<file path="src/rtl/vfp_pkg.sv">
package vfp_pkg;
  localparam int CPU_W = 8;

  typedef enum logic [1:0] {
    CLS_BORDER = 2'd0,
    CLS_PIXEL  = 2'd1,
    CLS_SYNC   = 2'd2
  } outClass_e;

  localparam logic [1:0] SEL_PEN    = 2'd0;
  localparam logic [1:0] SEL_COLOUR = 2'd1;
  localparam logic [1:0] SEL_MODE   = 2'd2;

  // strobes passed from control to datapath
  typedef struct packed {
    logic             penSelWr;
    logic             colourWr;
    logic [CPU_W-1:0] data;
  } palCmd_t;
endpackage

</file>
<file path="src/rtl/vfp_ctrl.sv">
module vfp_ctrl
  import vfp_pkg::*;
#(
  parameter int MODE_W = 2
) (
  input  logic              clk,
  input  logic              rstN,
  input  logic              hSync,
  input  logic              vSync,
  input  logic              dispEn,
  input  logic              cpuWe,
  input  logic [1:0]        cpuSel,
  input  logic [CPU_W-1:0]  cpuData,
  output palCmd_t           cmd,
  output outClass_e         outClass,
  output logic              classChg,
  output logic              lineEnd,
  output logic              frameStart,
  output logic [MODE_W-1:0] activeMode
);
  logic hPrev;
  logic vPrev;
  logic modeWr;
  logic [MODE_W-1:0] modePend;
  outClass_e newClass;

  assign lineEnd    = hPrev & ~hSync;
  assign frameStart = vSync & ~vPrev;
  assign modeWr     = cpuWe && (cpuSel == SEL_MODE);

  always_comb begin
    cmd.penSelWr = cpuWe && (cpuSel == SEL_PEN);
    cmd.colourWr = cpuWe && (cpuSel == SEL_COLOUR);
    cmd.data     = cpuData;
  end

  always_comb begin
    if (hSync || vSync)  newClass = CLS_SYNC;
    else if (dispEn)     newClass = CLS_PIXEL;
    else                 newClass = CLS_BORDER;
  end

  always_ff @(posedge clk) begin
    if (!rstN) begin
      hPrev      <= 1'b0;
      vPrev      <= 1'b0;
      outClass   <= CLS_BORDER;
      classChg   <= 1'b0;
      modePend   <= '0;
      activeMode <= '0;
    end else begin
      hPrev    <= hSync;
      vPrev    <= vSync;
      outClass <= newClass;
      classChg <= (newClass != outClass);
      if (modeWr)  modePend   <= cpuData[MODE_W-1:0];
      if (lineEnd) activeMode <= modePend;
    end
  end
endmodule

</file>
<file path="src/rtl/vfp_datapath.sv">
module vfp_datapath
  import vfp_pkg::*;
#(
  parameter int MA_W      = 14,
  parameter int MA_LOW_W  = 10,
  parameter int MA_HIGH_W = 2,
  parameter int RA_W      = 3,
  parameter int PEN_COUNT = 16,
  parameter int COLOUR_W  = 5,
  localparam int PEN_IDX_W = $clog2(PEN_COUNT),
  localparam int ADDR_W    = MA_HIGH_W + RA_W + MA_LOW_W + 1
) (
  input  logic                 clk,
  input  logic                 rstN,
  input  palCmd_t              cmd,
  input  logic [MA_W-1:0]      memAddr,
  input  logic [RA_W-1:0]      rowAddr,
  input  logic [PEN_IDX_W-1:0] penIdx,
  output logic [ADDR_W-1:0]    fetchAddrA,
  output logic [ADDR_W-1:0]    fetchAddrB,
  output logic [COLOUR_W-1:0]  penColour,
  output logic [COLOUR_W-1:0]  borderColour
);
  localparam int GAP_W = MA_W - MA_HIGH_W - MA_LOW_W;

  logic [PEN_IDX_W:0]   penSel;
  logic [COLOUR_W-1:0]  palette [PEN_COUNT];
  logic [ADDR_W-2:0]    addrBase;
  logic                 toBorder;
  logic                 unusedBits;

  // middle memory-address bits are not part of the RAM address
  assign unusedBits = ^{memAddr[MA_LOW_W +: GAP_W], cmd.data[CPU_W-1:COLOUR_W]};

  assign addrBase   = {memAddr[MA_W-1 -: MA_HIGH_W], rowAddr, memAddr[MA_LOW_W-1:0]};
  assign fetchAddrA = {addrBase, 1'b0};
  assign fetchAddrB = {addrBase, 1'b1};

  assign toBorder  = penSel[PEN_IDX_W];
  assign penColour = palette[penIdx];

  always_ff @(posedge clk) begin
    if (!rstN) begin
      penSel       <= '0;
      borderColour <= '0;
    end else begin
      if (cmd.penSelWr) penSel <= cmd.data[PEN_IDX_W:0];
      if (cmd.colourWr && toBorder) borderColour <= cmd.data[COLOUR_W-1:0];
    end
  end

  for (genvar g = 0; g < PEN_COUNT; g++) begin : gPen
    always_ff @(posedge clk) begin
      if (!rstN)
        palette[g] <= '0;
      else if (cmd.colourWr && !toBorder && (penSel[PEN_IDX_W-1:0] == PEN_IDX_W'(g)))
        palette[g] <= cmd.data[COLOUR_W-1:0];
    end
  end
endmodule

</file>
<file path="src/rtl/video_fetch_pal.sv">
module video_fetch_pal
  import vfp_pkg::*;
#(
  parameter int MA_W      = 14,
  parameter int MA_LOW_W  = 10,
  parameter int MA_HIGH_W = 2,
  parameter int RA_W      = 3,
  parameter int PEN_COUNT = 16,
  parameter int COLOUR_W  = 5,
  parameter int MODE_W    = 2,
  localparam int PEN_IDX_W = $clog2(PEN_COUNT),
  localparam int ADDR_W    = MA_HIGH_W + RA_W + MA_LOW_W + 1
) (
  input  logic                 clk,
  input  logic                 rstN,
  input  logic [MA_W-1:0]      memAddr,
  input  logic [RA_W-1:0]      rowAddr,
  input  logic                 hSync,
  input  logic                 vSync,
  input  logic                 dispEn,
  input  logic                 cpuWe,
  input  logic [1:0]           cpuSel,
  input  logic [CPU_W-1:0]     cpuData,
  input  logic [PEN_IDX_W-1:0] penIdx,
  output logic [ADDR_W-1:0]    fetchAddrA,
  output logic [ADDR_W-1:0]    fetchAddrB,
  output logic [1:0]           outClass,
  output logic                 classChg,
  output logic                 lineEnd,
  output logic                 frameStart,
  output logic [MODE_W-1:0]    activeMode,
  output logic [COLOUR_W-1:0]  penColour,
  output logic [COLOUR_W-1:0]  borderColour
);
  palCmd_t   cmd;
  outClass_e classQ;

  assign outClass = classQ;

  vfp_ctrl #(.MODE_W(MODE_W)) u_ctrl (
    .clk        (clk),
    .rstN       (rstN),
    .hSync      (hSync),
    .vSync      (vSync),
    .dispEn     (dispEn),
    .cpuWe      (cpuWe),
    .cpuSel     (cpuSel),
    .cpuData    (cpuData),
    .cmd        (cmd),
    .outClass   (classQ),
    .classChg   (classChg),
    .lineEnd    (lineEnd),
    .frameStart (frameStart),
    .activeMode (activeMode)
  );

  vfp_datapath #(
    .MA_W(MA_W), .MA_LOW_W(MA_LOW_W), .MA_HIGH_W(MA_HIGH_W),
    .RA_W(RA_W), .PEN_COUNT(PEN_COUNT), .COLOUR_W(COLOUR_W)
  ) u_dp (
    .clk          (clk),
    .rstN         (rstN),
    .cmd          (cmd),
    .memAddr      (memAddr),
    .rowAddr      (rowAddr),
    .penIdx       (penIdx),
    .fetchAddrA   (fetchAddrA),
    .fetchAddrB   (fetchAddrB),
    .penColour    (penColour),
    .borderColour (borderColour)
  );
endmodule

</file>
<file path="config.mk">
export PLATFORM = sky130hd
export DESIGN_NAME = video_fetch_pal
export DESIGN_NICKNAME = d
export VERILOG_FILES = /design/src/rtl/vfp_pkg.sv /design/src/rtl/vfp_ctrl.sv /design/src/rtl/vfp_datapath.sv /design/src/rtl/video_fetch_pal.sv
export SDC_FILE = /design/constraint.sdc
export NUM_CORES = 1
export LEC_CHECK = 0
export BUFFER_PORTS_ARGS = -buffer_cell sky130_fd_sc_hd__buf_2
export CAP_MARGIN = 10
export CORE_AREA = 3 3 129 131
export DETAILED_ROUTE_END_ITERATION = 10
export DIE_AREA = 0 0 132 134
export RECOVER_POWER = 100
export SYNTH_ARGS = -nofsm -noshare
export SYNTH_HDL_FRONTEND = slang
export SYNTH_HIERARCHICAL = 1
export SYNTH_SLANG_ARGS = --single-unit
</file>
<file path="constraint.sdc">
create_clock -name clk -period 3.18 [get_ports clk]
set_clock_uncertainty 0.05 [all_clocks]
set_input_delay 0.477 -clock clk [delete_from_list [all_inputs] [get_ports clk]]
set_output_delay 0.477 -clock clk [all_outputs]
set_load 0.005 [all_outputs]
</file>
==> After elaboration in Yosys (flattened, before gate mapping) <==
Memory sizes are Yosys's and may differ from the RTL's.
Index checks and enable logic that the tools add are counted.
{ "totals": {"reg_bits": 19, "ram_bits": 80, "wordCells": 139, "n_memories": 1} }
{ "mem_list": {"columns": ["name", "depth", "word_bits", "rd", "rd_clocked_by_memory_dff", "write_ports", "line", "source"], "rows": [
  ["u_dp.palette", 16, 5, 1, 0, 16, "vfp_datapath.sv:27", "logic [COLOUR_W-1:0] palette [PEN_COUNT];"]
]} }
{ "op_classes": {"n_eq_ne": 18, "mux": 67, "bitwise": 20, "reduce_logical": 25} }
{ "op_table": {"columns": ["cell", "n"], "rows": [
  ["two-way mux 5 bit", 16],
  ["two-way mux 1 bit", 50],
  ["equality test 4 bit, second input constant", 8],
  ["logical AND 1 bit", 21],
  ["equality test 4 x 3 -> 1 bit, second input constant", 4],
  ["bitwise OR 1 bit", 16],
  ["equality test 4 x 2 -> 1 bit, second input constant", 2],
  ["equality test 4 x 1 -> 1 bit, second input constant", 1],
  ["zero test 4 bit", 1],
  ["AND 1 bit", 2],
  ["equality test 2 x 1 -> 1 bit, second input constant", 1],
  ["equality test 2 bit, second input constant", 1],
  ["zero test 2 bit", 1],
  ["two-way mux 2 bit", 1],
  ["!= test 2 bit", 1],
  ["NOT 1 bit", 2],
  ["zero test 1 bit", 1],
  ["logical OR 1 bit", 1]
]} }

==> Logic depth before layout (Yosys ltp) <==
Gate-level depths: netlist of run 1.
{ "depth": {"ltp_word": 8, "ltp_mapped": 5} }

==> Modules after synthesis <==
Netlist of run 1, hierarchy kept.
{ "by_module_without_submodules": {"columns": ["module", "instances", "cells_per_inst", "area_per_inst_um2", "seq_area_each_um2"], "rows": [
  ["vfp_datapath", 1, 347, 4231.6, 2602.5],
  ["vfp_ctrl", 1, 44, 412.9, 180.2]
]} }

==> Least setup slack after synthesis of run 1 <==
OpenSTA, ideal clock, no wires.
{ "synth_timing": {"kind": "input port to flip-flop", "from": "input cpuSel[1]", "to": "memory u_dp.palette[10][0], enable pin", "setup_time_ps": 374, "arrival_ps": 1550, "slack_ps": 1206, "cell_stages": 4, "path_cell_list": "and3b_1 clkbuf_1 nand3_1 o21ai_0"} }
{ "synth_rtl": {"columns": ["element", "line", "source"], "rows": [
  ["start, declared", "video_fetch_pal.sv:22", "input logic [1:0] cpuSel,"],
  ["end, declared", "vfp_datapath.sv:27", null]
]} }

==> Worst setup path after layout of run 1 <==
{ "layout_timing": {"from": "input penIdx[0]", "to": "output penColour[3]"} }
{ "layout_between": {"elab_chain_len": 1} }
{ "layout_lines": {"columns": ["element", "line", "source"], "rows": [
  ["start, declared", "video_fetch_pal.sv:24", "input logic [PEN_IDX_W-1:0] penIdx,"],
  ["memory (16 x 5 bit)", null, null],
  ["end, declared", "video_fetch_pal.sv:32", "output logic [COLOUR_W-1:0] penColour,"]
]} }
No other way between the ends.

==> flow_summary.html, run 1 <==
<table>
<tr><th>Metric</th><th>Value</th></tr>
<tr><th colspan="2">Clock network</th></tr>
<tr><td>Total number of H-tree levels</td><td>3</td></tr>
<tr><td>Post-CTS clock slew at the launch and capture registers of the worst setup and hold paths</td><td>70 ps</td></tr>
<tr><td>Post-CTS setup buffer count</td><td>0</td></tr>
<tr><td>TritonCTS Buffers</td><td>9</td></tr>
<tr><td>Clock tree buffer depth</td><td>2</td></tr>
<tr><td>Clock sink total</td><td>99</td></tr>
<tr><td>Worst skew pair latency</td><td>340 ps</td></tr>
<tr><td>CTS tree</td><td>done</td></tr>
<tr><td>Root buffer cell</td><td>sky130_fd_sc_hd__clkbuf_16</td></tr>
<tr><td>CTS hold repair buffers</td><td>0</td></tr>
<tr><td>Number of cells upsized or downsized after cts</td><td>0</td></tr>
<tr><th colspan="2">Drt</th></tr>
<tr><td>Drt initial violations</td><td>285</td></tr>
<tr><td>DRC errors left</td><td>0</td></tr>
<tr><td>Wire length after detailed routing</td><td>10200 um</td></tr>
<tr><td>Vias post-DR</td><td>2829</td></tr>
<tr><td>Routed Antenna Nets</td><td>0</td></tr>
<tr><td>Drt pass-1 iters</td><td>5</td></tr>
<tr><td>Average wire per cell in the routed design</td><td>16.7 um</td></tr>
<tr><td>Vias per inst</td><td>4.65</td></tr>
<tr><th colspan="2">Global routing</th></tr>
<tr><td>Via count of the first global-routing pass</td><td>2864</td></tr>
<tr><td>Global-route wire length before repair</td><td>15600 um</td></tr>
<tr><td>Initial antenna violation count</td><td>0</td></tr>
<tr><td>All-Layer GR Usage</td><td>0.118</td></tr>
<tr><td>Aggregate global routing overflow</td><td>0</td></tr>
<tr><td>Pin count of the biggest net entering global routing</td><td>29</td></tr>
<tr><th colspan="2">Critical path</th></tr>
<tr><td>Beginning of the critical path</td><td>penIdx[0]</td></tr>
<tr><td>CP delay by family, top</td><td>buffers and inverters</td></tr>
<tr><td>Delay of the slowest critical-path stage</td><td>560 ps</td></tr>
<tr><td>Crit path kind</td><td>in2out</td></tr>
<tr><td>Arrival time of data at the critical path endpoint</td><td>2220 ps</td></tr>
<tr><td>Launching element type of the critical path</td><td>input port</td></tr>
<tr><td>Cell breakdown of the critical path</td><td>clkbuf_2 &gt; clkbuf_1 &gt; mux4_2 &gt; nand3_1 &gt; nand3_1 &gt; clkbuf_1</td></tr>
<tr><td>Maximum net fanout on the critical path</td><td>16</td></tr>
<tr><td>R2R Path Start</td><td>u_dp/penSel[4]$_SDFFE_PN0P_</td></tr>
<tr><td>Worst setup EP type</td><td>output pin</td></tr>
<tr><td>Worst Path Buf+Inv</td><td>3</td></tr>
<tr><td>Critical Path RT</td><td>2650 ps</td></tr>
<tr><td>Slowest-stage cell, CP</td><td>sky130_fd_sc_hd__mux4_2</td></tr>
<tr><th colspan="2">Timing</th></tr>
<tr><td>Least setup slack across all paths after layout</td><td>430 ps</td></tr>
<tr><td>Period Utilization, post-route</td><td>0.865</td></tr>
<tr><td>Setup violators final</td><td>0</td></tr>
<tr><td>Max Freq</td><td>0.364 GHz</td></tr>
<tr><td>Min Hold Slack</td><td>304 ps</td></tr>
<tr><td>Setup total negative slack</td><td>0 ps</td></tr>
<tr><td>Rel. slew slack</td><td>0.283</td></tr>
<tr><td>Final min period</td><td>2750 ps</td></tr>
<tr><td>Hold Violations, Final</td><td>0</td></tr>
<tr><td>Slew at the pin closest to its max-slew limit</td><td>1070 ps</td></tr>
<tr><td>Max Slew Vio Count</td><td>0</td></tr>
<tr><td>RSZ-0062 raised after global routing</td><td>false</td></tr>
<tr><th colspan="2">Cells and area</th></tr>
<tr><td>Core Util, Final</td><td>0.321</td></tr>
<tr><td>ANT cells</td><td>0</td></tr>
<tr><td>Share of layout cells above drive strength 1</td><td>0.155</td></tr>
<tr><td># nets final</td><td>425</td></tr>
<tr><td>Area added between synthesis and finish</td><td>9.07%</td></tr>
<tr><th colspan="2">Floorplanning</th></tr>
<tr><td>Site Rows</td><td>46</td></tr>
<tr><td>Core box area</td><td>0.0157 mm^2</td></tr>
<tr><td>Die boundary height</td><td>134 um</td></tr>
<tr><td>Starting Density</td><td>0.294</td></tr>
<tr><td>Die width</td><td>132 um</td></tr>
<tr><td>Total Die Area</td><td>0.0177 mm^2</td></tr>
<tr><td>I/O pin count</td><td>86</td></tr>
<tr><th colspan="2">Min path</th></tr>
<tr><td>Beginning of the worst hold path</td><td>vSync</td></tr>
<tr><td>Hold/Removal Path Class</td><td>in2reg</td></tr>
<tr><th colspan="2">Status</th></tr>
<tr><td>Outcome</td><td>completed</td></tr>
<tr><th colspan="2">Yosys</th></tr>
<tr><td>Yosys warning count</td><td>6</td></tr>
<tr><td>Gate Count Post-Synth</td><td>388</td></tr>
<tr><td>Average cell area after synthesis</td><td>11.9 um^2</td></tr>
<tr><td>Cell area after technology mapping</td><td>0.00462 mm^2</td></tr>
<tr><td>Net count of the mapped netlist</td><td>425</td></tr>
<tr><th colspan="2">Power and ir drop</th></tr>
<tr><td>Total power divided by cell area</td><td>551 mW/mm^2</td></tr>
<tr><td>P_leak</td><td>1.69 nW</td></tr>
<tr><td>Worst vdd ir</td><td>0.275 mV</td></tr>
<tr><th colspan="2">Placement</th></tr>
<tr><td>Weighted congestion reported at the end of routability-driven placement</td><td>0.834</td></tr>
<tr><td>Half-perimeter wire length of the detailed placement result</td><td>7270 um</td></tr>
<tr><td>Port Buffer Count</td><td>33</td></tr>
<tr><td>Post-placement worst setup slack</td><td>534 ps</td></tr>
<tr><th colspan="2">Flow run</th></tr>
<tr><td>Maximum Capacitance Violations</td><td>0</td></tr>
</table>
-- cell type report --
class / instances / area, um^2
fillers: 1564 / 10700
flip-flops and latches: 99 / 2780
multi-input cells: 231 / 1460
well taps: 216 / 270
clock buffers: 9 / 225
repair buffers: 46 / 203
clock inverters: 7 / 93.8
inverters: 1 / 3.75
-- stage by stage --
step | cell area (um^2) | std cells | power [W]
final | 5040 | 609 | 0.00278
after floorplan | 4620 | 388 | 0.00164
after global placement | 4790 | 593 | 0.00167
after detailed placement | 4790 | 593 | 0.00168
after CTS | 5110 | 609 | 0.00282
after global routing | 5040 | 609 | 0.00287
-- sequential cells by signal (all words and copies together) (netlist names) --
| signal | flops |
|---|---|
| u_dp/palette | 80 |
| u_dp/borderColour | 5 |
| u_dp/penSel | 5 |
| u_ctrl/activeMode | 2 |
| u_ctrl/modePend | 2 |
| u_ctrl/outClass | 2 |
| u_ctrl/classChg | 1 |
| u_ctrl/hPrev | 1 |
| u_ctrl/vPrev | 1 |
-- metal layers --
layer  part of all wire  global-route usage  vias to the layer above
li1                   -                   -                     1328
met1               0.42               0.159                     1330
met2               0.45               0.176                      149
met3               0.11              0.0424                       22
met4              0.022              0.0461                        0
met5                  0                   0                        -
-- worst reg2reg max path: cells and delay by family (launching register included) --
family          cells  cell delay (ps)
simple gates        2              450
flops               1              390
compound gates      1              720
-- worst paths after layout --
check             depth (start not counted)                                end  slack, ps
hold reg to reg                           2  u_dp/borderColour[1]$_SDFFE_PN0P_        430
setup / recovery                          6                       penColour[3]        430
setup reg to reg                          3   u_dp/palette[9][1]$_SDFFCE_PN0P_       1210
hold / removal                            2            u_ctrl/vPrev$_SDFF_PN0_        300
-- power by group --
group	switching (W)	internal, W	total [W]
sequential	0.0000162	0.00144	0.00145
combinational	0.000114	0.0000722	0.000187
clock	0.000504	0.000632	0.00114
-- placed cells by master, fill, tap and decap left out, types with 2 or more instances in the layout --
master                      count
sky130_fd_sc_hd__a22oi_1        5
sky130_fd_sc_hd__nand3_1       21
sky130_fd_sc_hd__inv_8          2
sky130_fd_sc_hd__mux2i_1        7
sky130_fd_sc_hd__edfxtp_1      80
sky130_fd_sc_hd__nand4_1        2
sky130_fd_sc_hd__conb_1         2
sky130_fd_sc_hd__clkbuf_16      9
sky130_fd_sc_hd__nor2b_1       14
sky130_fd_sc_hd__nand2b_1       3
sky130_fd_sc_hd__buf_2         20
sky130_fd_sc_hd__dfxtp_1       19
sky130_fd_sc_hd__o21ai_0       19
sky130_fd_sc_hd__nor2_1        85
sky130_fd_sc_hd__a21boi_0       5
sky130_fd_sc_hd__mux4_2        20
sky130_fd_sc_hd__and2_1         2
sky130_fd_sc_hd__clkbuf_1      24
sky130_fd_sc_hd__nand2_1       36
Power figures use the tool's default switching activity.
==> run 2, diff against run 1 <==
--- a/config.mk
+++ b/config.mk
@@ -6,7 +6,7 @@
 export NUM_CORES = 1
 export LEC_CHECK = 0
 export BUFFER_PORTS_ARGS = -buffer_cell sky130_fd_sc_hd__buf_2
-export CAP_MARGIN = 10
+export CAP_MARGIN = 20
 export CORE_AREA = 3 3 129 131
 export DETAILED_ROUTE_END_ITERATION = 10
 export DIE_AREA = 0 0 132 134
==> constraint.sdc (replaced) <==
create_clock -name clk -period 2.7 [get_ports clk]
set_clock_uncertainty 0.05 [all_clocks]
set_input_delay 0.405 -clock clk [delete_from_list [all_inputs] [get_ports clk]]
set_output_delay 0.405 -clock clk [all_outputs]
set_load 0.005 [all_outputs]
==> run 2 against run 1 <==
Compared with the run above:
- final cell count rose by 1.6%
- hold slack got worse by 68 ps
- largest cell class unchanged
- critical endpoint is now penColour[2]
- wire length rose by 3.7%
- register-to-register slack got worse by 350 ps
- global-route usage rose by 0.23 points
- critical path depth did not move
- flip-flop and latch count did not move
- design area rose by 0.20%
- first-iteration DRC count rose by 33%
- count of clock-buffer cells in the layout did not move
==> flow_summary.html, run 2 (synthesis gave the netlist of run 1 again) <==
<table>
<tr><th>Metric</th><th>Value</th></tr>
<tr><th colspan="2">Status</th></tr>
<tr><td>Outcome</td><td>completed</td></tr>
<tr><th colspan="2">Clock network</th></tr>
<tr><td>Post-CTS clock slew at the launch and capture registers of the worst setup and hold paths</td><td>70 ps</td></tr>
<tr><td>TritonCTS Buffers</td><td>9</td></tr>
<tr><td>Clock tree buffer depth</td><td>2</td></tr>
<tr><td>CTS tree</td><td>done</td></tr>
<tr><td>Number of cells upsized or downsized after cts</td><td>0</td></tr>
<tr><td>Root buffer cell</td><td>sky130_fd_sc_hd__clkbuf_16</td></tr>
<tr><td>Total number of H-tree levels</td><td>3</td></tr>
<tr><td>CTS hold repair buffers</td><td>0</td></tr>
<tr><td>Clock sink total</td><td>99</td></tr>
<tr><td>Post-CTS setup buffer count</td><td>0</td></tr>
<tr><td>Worst skew pair latency</td><td>340 ps</td></tr>
<tr><th colspan="2">Cells and area</th></tr>
<tr><td>Largest register by flop count</td><td>u_dp/palette</td></tr>
<tr><td>Leading cell type in the layout, fill and taps excluded</td><td>sky130_fd_sc_hd__nor2_1</td></tr>
<tr><td>Core Util, Final</td><td>0.321</td></tr>
<tr><td># nets final</td><td>435</td></tr>
<tr><td>Total non-filler cell area in the finished layout</td><td>0.00505 mm^2</td></tr>
<tr><td>Non-filler instance count after layout</td><td>619</td></tr>
<tr><td>Fill count</td><td>1585</td></tr>
<tr><td>Most frequent cells in the layout</td><td>85 x sky130_fd_sc_hd__nor2_1, 80 x sky130_fd_sc_hd__edfxtp_1, 36 x sky130_fd_sc_hd__nand2_1</td></tr>
<tr><td>Number of flip-flops in the largest register</td><td>80</td></tr>
<tr><td>Share of layout cells above drive strength 1</td><td>0.156</td></tr>
<tr><td>Area added between synthesis and finish</td><td>9.29%</td></tr>
<tr><td>Largest registers</td><td>u_dp/palette (80), u_dp/borderColour (5), u_dp/penSel (5)</td></tr>
<tr><td>ANT cells</td><td>0</td></tr>
<tr><th colspan="2">Global routing</th></tr>
<tr><td>Aggregate global routing overflow</td><td>0</td></tr>
<tr><td>All-Layer GR Usage</td><td>0.121</td></tr>
<tr><td>Global-route met1 utilization</td><td>0.164</td></tr>
<tr><td>Initial antenna violation count</td><td>0</td></tr>
<tr><td>Met2 track demand over resource</td><td>0.187</td></tr>
<tr><td>Pin count of the biggest net entering global routing</td><td>42</td></tr>
<tr><td>Global-route wire length before repair</td><td>16100 um</td></tr>
<tr><td>Layer with the highest usage</td><td>met2</td></tr>
<tr><td>Met3 layer usage reported by global route</td><td>0.0356</td></tr>
<tr><td>Via count of the first global-routing pass</td><td>2837</td></tr>
<tr><th colspan="2">Floorplanning</th></tr>
<tr><td>I/O pin count</td><td>86</td></tr>
<tr><td>Die width</td><td>132 um</td></tr>
<tr><td>Die boundary height</td><td>134 um</td></tr>
<tr><td>Total Die Area</td><td>0.0177 mm^2</td></tr>
<tr><td>Core box area</td><td>0.0157 mm^2</td></tr>
<tr><td>Site Rows</td><td>46</td></tr>
<tr><td>Starting Density</td><td>0.294</td></tr>
<tr><th colspan="2">Drt</th></tr>
<tr><td>Average wire per cell in the routed design</td><td>17.0 um</td></tr>
<tr><td>DRC errors left</td><td>0</td></tr>
<tr><td>Vias per inst</td><td>4.68</td></tr>
<tr><td>Drt initial violations</td><td>379</td></tr>
<tr><td>Routed Antenna Nets</td><td>0</td></tr>
<tr><td>Wire length after detailed routing</td><td>10500 um</td></tr>
<tr><td>Drt pass-1 iters</td><td>5</td></tr>
<tr><td>Vias post-DR</td><td>2900</td></tr>
<tr><th colspan="2">Placement</th></tr>
<tr><td>Cell area after placement</td><td>0.00486 mm^2</td></tr>
<tr><td>Post-placement worst setup slack</td><td>330 ps</td></tr>
<tr><td>Weighted congestion reported at the end of routability-driven placement</td><td>0.833</td></tr>
<tr><td>Port Buffer Count</td><td>33</td></tr>
<tr><td>Half-perimeter wire length of the detailed placement result</td><td>7430 um</td></tr>
<tr><td>Total instance count after detailed placement</td><td>603</td></tr>
<tr><th colspan="2">Power and ir drop</th></tr>
<tr><td>Worst vdd ir</td><td>0.298 mV</td></tr>
<tr><td>Total power divided by cell area</td><td>625 mW/mm^2</td></tr>
<tr><td>P_leak</td><td>1.69 nW</td></tr>
<tr><th colspan="2">Flow run</th></tr>
<tr><td>Maximum Capacitance Violations</td><td>0</td></tr>
<tr><th colspan="2">Timing</th></tr>
<tr><td>Least setup slack across all paths after layout</td><td>329 ps</td></tr>
<tr><td>Slew at the pin closest to its max-slew limit</td><td>1370 ps</td></tr>
<tr><td>Max Freq</td><td>0.422 GHz</td></tr>
<tr><td>Setup total negative slack</td><td>0 ps</td></tr>
<tr><td>Setup violators final</td><td>0</td></tr>
<tr><td>Hold Violations, Final</td><td>0</td></tr>
<tr><td>Period Utilization, post-route</td><td>0.878</td></tr>
<tr><td>Rel. slew slack</td><td>0.0839</td></tr>
<tr><td>Final min period</td><td>2370 ps</td></tr>
<tr><td>Max Slew Vio Count</td><td>0</td></tr>
<tr><td>RSZ-0062 raised after global routing</td><td>false</td></tr>
<tr><th colspan="2">Min path</th></tr>
<tr><td>Hold/Removal Path Class</td><td>in2reg</td></tr>
<tr><td>Beginning of the worst hold path</td><td>vSync</td></tr>
<tr><th colspan="2">Critical path</th></tr>
<tr><td>Launching element type of the critical path</td><td>input port</td></tr>
<tr><td>Setup slack of the worst register-to-register path</td><td>860 ps</td></tr>
<tr><td>Critical Path RT</td><td>2250 ps</td></tr>
<tr><td>Slowest-stage cell, CP</td><td>sky130_fd_sc_hd__mux4_2</td></tr>
<tr><td>Maximum net fanout on the critical path</td><td>11</td></tr>
<tr><td>Crit path kind</td><td>in2out</td></tr>
<tr><td>Beginning of the critical path</td><td>penIdx[0]</td></tr>
<tr><td>Delay of the slowest critical-path stage</td><td>560 ps</td></tr>
<tr><td>R2R Path Start</td><td>u_dp/penSel[4]$_SDFFE_PN0P_</td></tr>
<tr><td>Cell breakdown of the critical path</td><td>clkbuf_2 &gt; buf_4 &gt; mux4_2 &gt; nand2_1 &gt; nand3_1 &gt; buf_2</td></tr>
<tr><td>Arrival time of data at the critical path endpoint</td><td>1920 ps</td></tr>
<tr><td>Worst setup EP type</td><td>output pin</td></tr>
</table>
[run 2: cell count changes in the layout (fill, tap and decap cells not counted)]
| cell | delta |
|---|---|
| sky130_fd_sc_hd__clkbuf_1 | +7 |
| sky130_fd_sc_hd__buf_4 | +2 |
| sky130_fd_sc_hd__inv_6 | +2 |
| sky130_fd_sc_hd__bufinv_16 | -1 |
| sky130_fd_sc_hd__clkbuf_2 | +1 |
| sky130_fd_sc_hd__clkinv_1 | +1 |
| sky130_fd_sc_hd__clkinv_8 | -1 |
| sky130_fd_sc_hd__inv_8 | -1 |
[run 2: area by class of cell]
type / instances / area, um^2 / area share
well taps: 216 / 270 / 0.0535
clock buffers: 9 / 225 / 0.0446
repair buffers: 56 / 249 / 0.0493
inverters: 1 / 3.75 / 0.000743
flip-flops and latches: 99 / 2780 / 0.551
clock inverters: 7 / 57.6 / 0.0114
multi-input cells: 231 / 1460 / 0.290
[run 2: final timing paths]
path                                            end  cells after the start
hold reg to reg   u_dp/borderColour[0]$_SDFFE_PN0P_                      2
setup / recovery                       penColour[2]                      6
setup reg to reg   u_dp/palette[7][0]$_SDFFCE_PN0P_                      4
hold / removal              u_ctrl/vPrev$_SDFF_PN0_                      2
[run 2: worst max-delay path, delay by kind of cell]
| kind | cells | cell delay, ps |
|---|---|---|
| buf+inv | 3 | 800 |
| mux | 1 | 560 |
| simple gates | 2 | 150 |
[run 2: report_power, final]
part	internal, W	switching [W]
Clock	0.000639	0.000578
Sequential	0.00169	0.0000200
Combinational	0.0000892	0.000137
[run 2: routing by layer]
layer	routed length [um]	share of wire
met1	4530	0.43
met2	4850	0.46
met3	1010	0.096
met4	133	0.013
met5	0	0
[run 2: stage by stage]
step	hold slack [ps]	total power [W]
after detailed placement	418	0.00199
final	236	0.00316
after global placement	411	0.00198
after CTS	224	0.00321
after floorplan	393	0.00193
after global routing	243	0.00327
==> run 3, diff against run 2 <==
--- a/config.mk
+++ b/config.mk
@@ -13,5 +13,4 @@
 export RECOVER_POWER = 100
 export SYNTH_ARGS = -nofsm -noshare
 export SYNTH_HDL_FRONTEND = slang
-export SYNTH_HIERARCHICAL = 1
 export SYNTH_SLANG_ARGS = --single-unit
==> run 3 against run 2 <==
Compared with the run above:
- the flow now finishes with violations (max-capacitance violations, max-slew violations)
- non-clock buffer count unchanged
- register-to-register slack got worse by 230 ps
- wire length shrank 6.8%
- hold slack gained 33 ps
- synthesized cell count down 4.1%
- critical path depth fell by 1
- combinational power barely moved
- count of clock-buffer cells in the layout unchanged
- final cell count fell by 1.9%
==> flow_summary.html, run 3 <==
<table>
<tr><th>Metric</th><th>Value</th></tr>
<tr><th colspan="2">Status</th></tr>
<tr><td>Outcome</td><td>finished with violations</td></tr>
<tr><td>Violations in the final reports</td><td>max-capacitance violations, max-slew violations</td></tr>
<tr><th colspan="2">Yosys</th></tr>
<tr><td>Gate Count Post-Synth</td><td>372</td></tr>
<tr><td>Count of distinct cell types in the synthesized netlist</td><td>31</td></tr>
<tr><td>Yosys warning count</td><td>0</td></tr>
<tr><td>Average cell area after synthesis</td><td>12.4 um^2</td></tr>
<tr><td>Post-synthesis sequential element count</td><td>99</td></tr>
<tr><td>Cell area after technology mapping</td><td>0.00462 mm^2</td></tr>
<tr><td>Most frequently used flop master after synthesis</td><td>sky130_fd_sc_hd__edfxtp_1</td></tr>
<tr><td>Dominant cell by count in the synthesized netlist</td><td>sky130_fd_sc_hd__edfxtp_1</td></tr>
<tr><td>Top cells by area, synth</td><td>sky130_fd_sc_hd__edfxtp_1 52%, sky130_fd_sc_hd__mux4_2 9.7%, sky130_fd_sc_hd__dfxtp_1 8.2%</td></tr>
<tr><td>Number of synthesized flops with an enable pin</td><td>80</td></tr>
<tr><td>Net count of the mapped netlist</td><td>409</td></tr>
<tr><td>Share of the yosys chip area belonging to registers</td><td>0.602</td></tr>
<tr><td>Top cells by instance count after synthesis</td><td>80 x sky130_fd_sc_hd__edfxtp_1, 78 x sky130_fd_sc_hd__nor2_1, 32 x sky130_fd_sc_hd__buf_4</td></tr>
<tr><td>Synth async-reset ratio</td><td>0</td></tr>
<tr><td>Library cell with the largest summed area after synthesis</td><td>sky130_fd_sc_hd__edfxtp_1</td></tr>
<tr><td>Post-synth top area share</td><td>0.520</td></tr>
<tr><th colspan="2">Timing</th></tr>
<tr><td>Final min period</td><td>2430 ps</td></tr>
<tr><td>Hold Violations, Final</td><td>0</td></tr>
<tr><td>Period Utilization, post-route</td><td>0.902</td></tr>
<tr><td>Slew at the pin closest to its max-slew limit</td><td>1610 ps</td></tr>
<tr><td>Max Slew Vio Count</td><td>47</td></tr>
<tr><td>Max Freq</td><td>0.411 GHz</td></tr>
<tr><td>RSZ-0062 raised after global routing</td><td>false</td></tr>
<tr><td>Setup total negative slack</td><td>0 ps</td></tr>
<tr><td>Setup violators final</td><td>0</td></tr>
<tr><td>Rel. slew slack</td><td>-0.0737</td></tr>
<tr><th colspan="2">Drt</th></tr>
<tr><td>Vias per inst</td><td>4.61</td></tr>
<tr><td>Drt pass-1 iters</td><td>4</td></tr>
<tr><td>Uppermost metal layer occupied by signal nets</td><td>met4</td></tr>
<tr><td>Routed Antenna Nets</td><td>0</td></tr>
<tr><td>Met1 WL</td><td>4380 um</td></tr>
<tr><td>Drt initial violations</td><td>250</td></tr>
<tr><td>Wire length after detailed routing</td><td>9800 um</td></tr>
<tr><td>Sum of met3 wire segment lengths after detailed routing</td><td>550 um</td></tr>
<tr><td>Total length of routed met2 wires</td><td>4800 um</td></tr>
<tr><td>Average wire per cell in the routed design</td><td>16.2 um</td></tr>
<tr><td>Vias post-DR</td><td>2797</td></tr>
<tr><td>DRC errors left</td><td>0</td></tr>
<tr><th colspan="2">Floorplanning</th></tr>
<tr><td>Die width</td><td>132 um</td></tr>
<tr><td>Core box area</td><td>0.0157 mm^2</td></tr>
<tr><td>I/O pin count</td><td>86</td></tr>
<tr><td>Site Rows</td><td>46</td></tr>
<tr><td>Starting Density</td><td>0.294</td></tr>
<tr><td>Total Die Area</td><td>0.0177 mm^2</td></tr>
<tr><td>Die boundary height</td><td>134 um</td></tr>
<tr><th colspan="2">Power and ir drop</th></tr>
<tr><td>Worst vdd ir</td><td>0.316 mV</td></tr>
<tr><td>P_leak</td><td>1.72 nW</td></tr>
<tr><td>Total power divided by cell area</td><td>619 mW/mm^2</td></tr>
<tr><th colspan="2">Placement</th></tr>
<tr><td>Port Buffer Count</td><td>33</td></tr>
<tr><td>Half-perimeter wire length of the detailed placement result</td><td>6710 um</td></tr>
<tr><td>Total instance count after detailed placement</td><td>591</td></tr>
<tr><td>Weighted congestion reported at the end of routability-driven placement</td><td>0.726</td></tr>
<tr><th colspan="2">Global routing</th></tr>
<tr><td>Global-route wire length before repair</td><td>15500 um</td></tr>
<tr><td>Aggregate global routing overflow</td><td>0</td></tr>
<tr><td>All-Layer GR Usage</td><td>0.114</td></tr>
<tr><td>Via count of the first global-routing pass</td><td>2913</td></tr>
<tr><td>Initial antenna violation count</td><td>0</td></tr>
<tr><td>Pin count of the biggest net entering global routing</td><td>47</td></tr>
<tr><th colspan="2">Min path</th></tr>
<tr><td>Cell count of the worst hold path</td><td>2</td></tr>
<tr><td>End of the worst hold path</td><td>u_ctrl.vPrev$_SDFF_PN0_</td></tr>
<tr><td>Beginning of the worst hold path</td><td>vSync</td></tr>
<tr><td>Hold/Removal Path Class</td><td>in2reg</td></tr>
<tr><th colspan="2">Clock network</th></tr>
<tr><td>Number of cells upsized or downsized after cts</td><td>0</td></tr>
<tr><td>Post-CTS setup buffer count</td><td>0</td></tr>
<tr><td>Clock sink total</td><td>99</td></tr>
<tr><td>CTS tree</td><td>done</td></tr>
<tr><td>Total number of H-tree levels</td><td>3</td></tr>
<tr><td>CTS hold repair buffers</td><td>0</td></tr>
<tr><td>TritonCTS Buffers</td><td>9</td></tr>
<tr><td>Worst skew pair latency</td><td>340 ps</td></tr>
<tr><td>Post-CTS clock slew at the launch and capture registers of the worst setup and hold paths</td><td>70 ps</td></tr>
<tr><td>Clock tree buffer depth</td><td>2</td></tr>
<tr><td>Root buffer cell</td><td>sky130_fd_sc_hd__clkbuf_16</td></tr>
<tr><th colspan="2">Critical path</th></tr>
<tr><td>Setup slack of the worst register-to-register path</td><td>630 ps</td></tr>
<tr><td>Worst r2r dst</td><td>u_dp.palette[4][3]$_SDFFCE_PN0P_</td></tr>
<tr><td>Beginning of the critical path</td><td>penIdx[0]</td></tr>
<tr><td>Arrival time of data at the critical path endpoint</td><td>1980 ps</td></tr>
<tr><td>Count of cells along the worst register-to-register path</td><td>4</td></tr>
<tr><td>Crit path kind</td><td>in2out</td></tr>
<tr><td>Launching element type of the critical path</td><td>input port</td></tr>
<tr><td>R2R Path Start</td><td>u_dp.penSel[4]$_SDFFE_PN0P_</td></tr>
<tr><td>Maximum net fanout on the critical path</td><td>11</td></tr>
<tr><td>Critical Path RT</td><td>2250 ps</td></tr>
<tr><td>Worst setup EP type</td><td>output pin</td></tr>
<tr><th colspan="2">Cells and area</th></tr>
<tr><td>Leading cell type in the layout, fill and taps excluded</td><td>sky130_fd_sc_hd__edfxtp_1</td></tr>
<tr><td># nets final</td><td>423</td></tr>
<tr><td>ANT cells</td><td>0</td></tr>
<tr><td>Share of layout cells above drive strength 1</td><td>0.184</td></tr>
<tr><td>Most frequent cells in the layout</td><td>80 x sky130_fd_sc_hd__edfxtp_1, 79 x sky130_fd_sc_hd__nor2_1, 27 x sky130_fd_sc_hd__clkbuf_1</td></tr>
<tr><td>Largest registers</td><td>u_dp.palette (80), u_dp.borderColour (5), u_dp.penSel (5)</td></tr>
<tr><td>Largest register by flop count</td><td>u_dp.palette</td></tr>
<tr><td>Area added between synthesis and finish</td><td>10.3%</td></tr>
<tr><td>Number of flip-flops in the largest register</td><td>80</td></tr>
<tr><td>Non-filler instance count after layout</td><td>607</td></tr>
<tr><th colspan="2">Flow run</th></tr>
<tr><td>Maximum Capacitance Violations</td><td>1</td></tr>
</table>
[run 3: cells by family (layout without fill, tap and decap cells)]
kind of cell,Yosys count,after routing,synth area share
buffers and inverters,53,72,0.0731
AO/OA/AOI/OAI,23,23,0.0276
other,2,2,0.00162
multiplexers,34,34,0.128
flip-flops,99,99,0.602
XOR/XNOR,1,1,0.00190
AND/OR/NAND/NOR,160,160,0.166
[run 3: layout make-up]
| type | count | area [um^2] |
|---|---|---|
| fill | 1585 | 10600 |
| multi-input combinational | 220 | 1500 |
| tap | 216 | 270 |
| timing repair buffer | 56 | 264 |
| clock inverter | 7 | 58.8 |
| clock buffer | 9 | 225 |
| sequential | 99 | 2780 |
[run 3: critical path: stages]
cell	delay, ps
sky130_fd_sc_hd__clkbuf_2	370
sky130_fd_sc_hd__mux4_2	590
sky130_fd_sc_hd__a22oi_1	340
sky130_fd_sc_hd__nand3_1	130
sky130_fd_sc_hd__clkbuf_1	120
[run 3: how the worst max path moves through the flow]
stage | slack, ps | to | cells past startpoint
2_1_floorplan | 650 | u_dp.palette[0][0]$_SDFFCE_PN0P_ | 4
3_3_place_gp | 250 | penColour[2] | 6
3_5_place_dp | 260 | penColour[2] | 6
4_1_cts | 260 | penColour[2] | 6
5_1_grt | 130 | penColour[0] | 6
6_report | 270 | penColour[4] | 5
[run 3: per-stage QoR]
step | setup slack [ps] | utilization | cell area, um^2 | hold WS (ps) | power, W
floorplan | 648 | - | 4620 | 435 | 0.00192
global placement | 251 | 0.311 | 4890 | 445 | 0.00198
detailed placement | 265 | 0.311 | 4890 | 456 | 0.00199
CTS | 264 | 0.329 | 5180 | 250 | 0.00320
global route | 133 | 0.325 | 5100 | 280 | 0.00327
finish | 265 | 0.325 | 5100 | 269 | 0.00315
[run 3: layer usage]
layer | vias to the layer above | GRT usage
met1 | 1380 | 0.149
li1 | 1324 | -
met5 | - | 0
met3 | 12 | 0.0300
met4 | 0 | 0.0280
met2 | 81 | 0.190
[run 3: power breakdown]
group	leakage, nW	total, W	switching (W)	internal (W)
registers	0.981	0.00171	0.0000195	0.00169
clock network	0.140	0.00122	0.000575	0.000641
logic	0.600	0.000225	0.000131	0.0000937
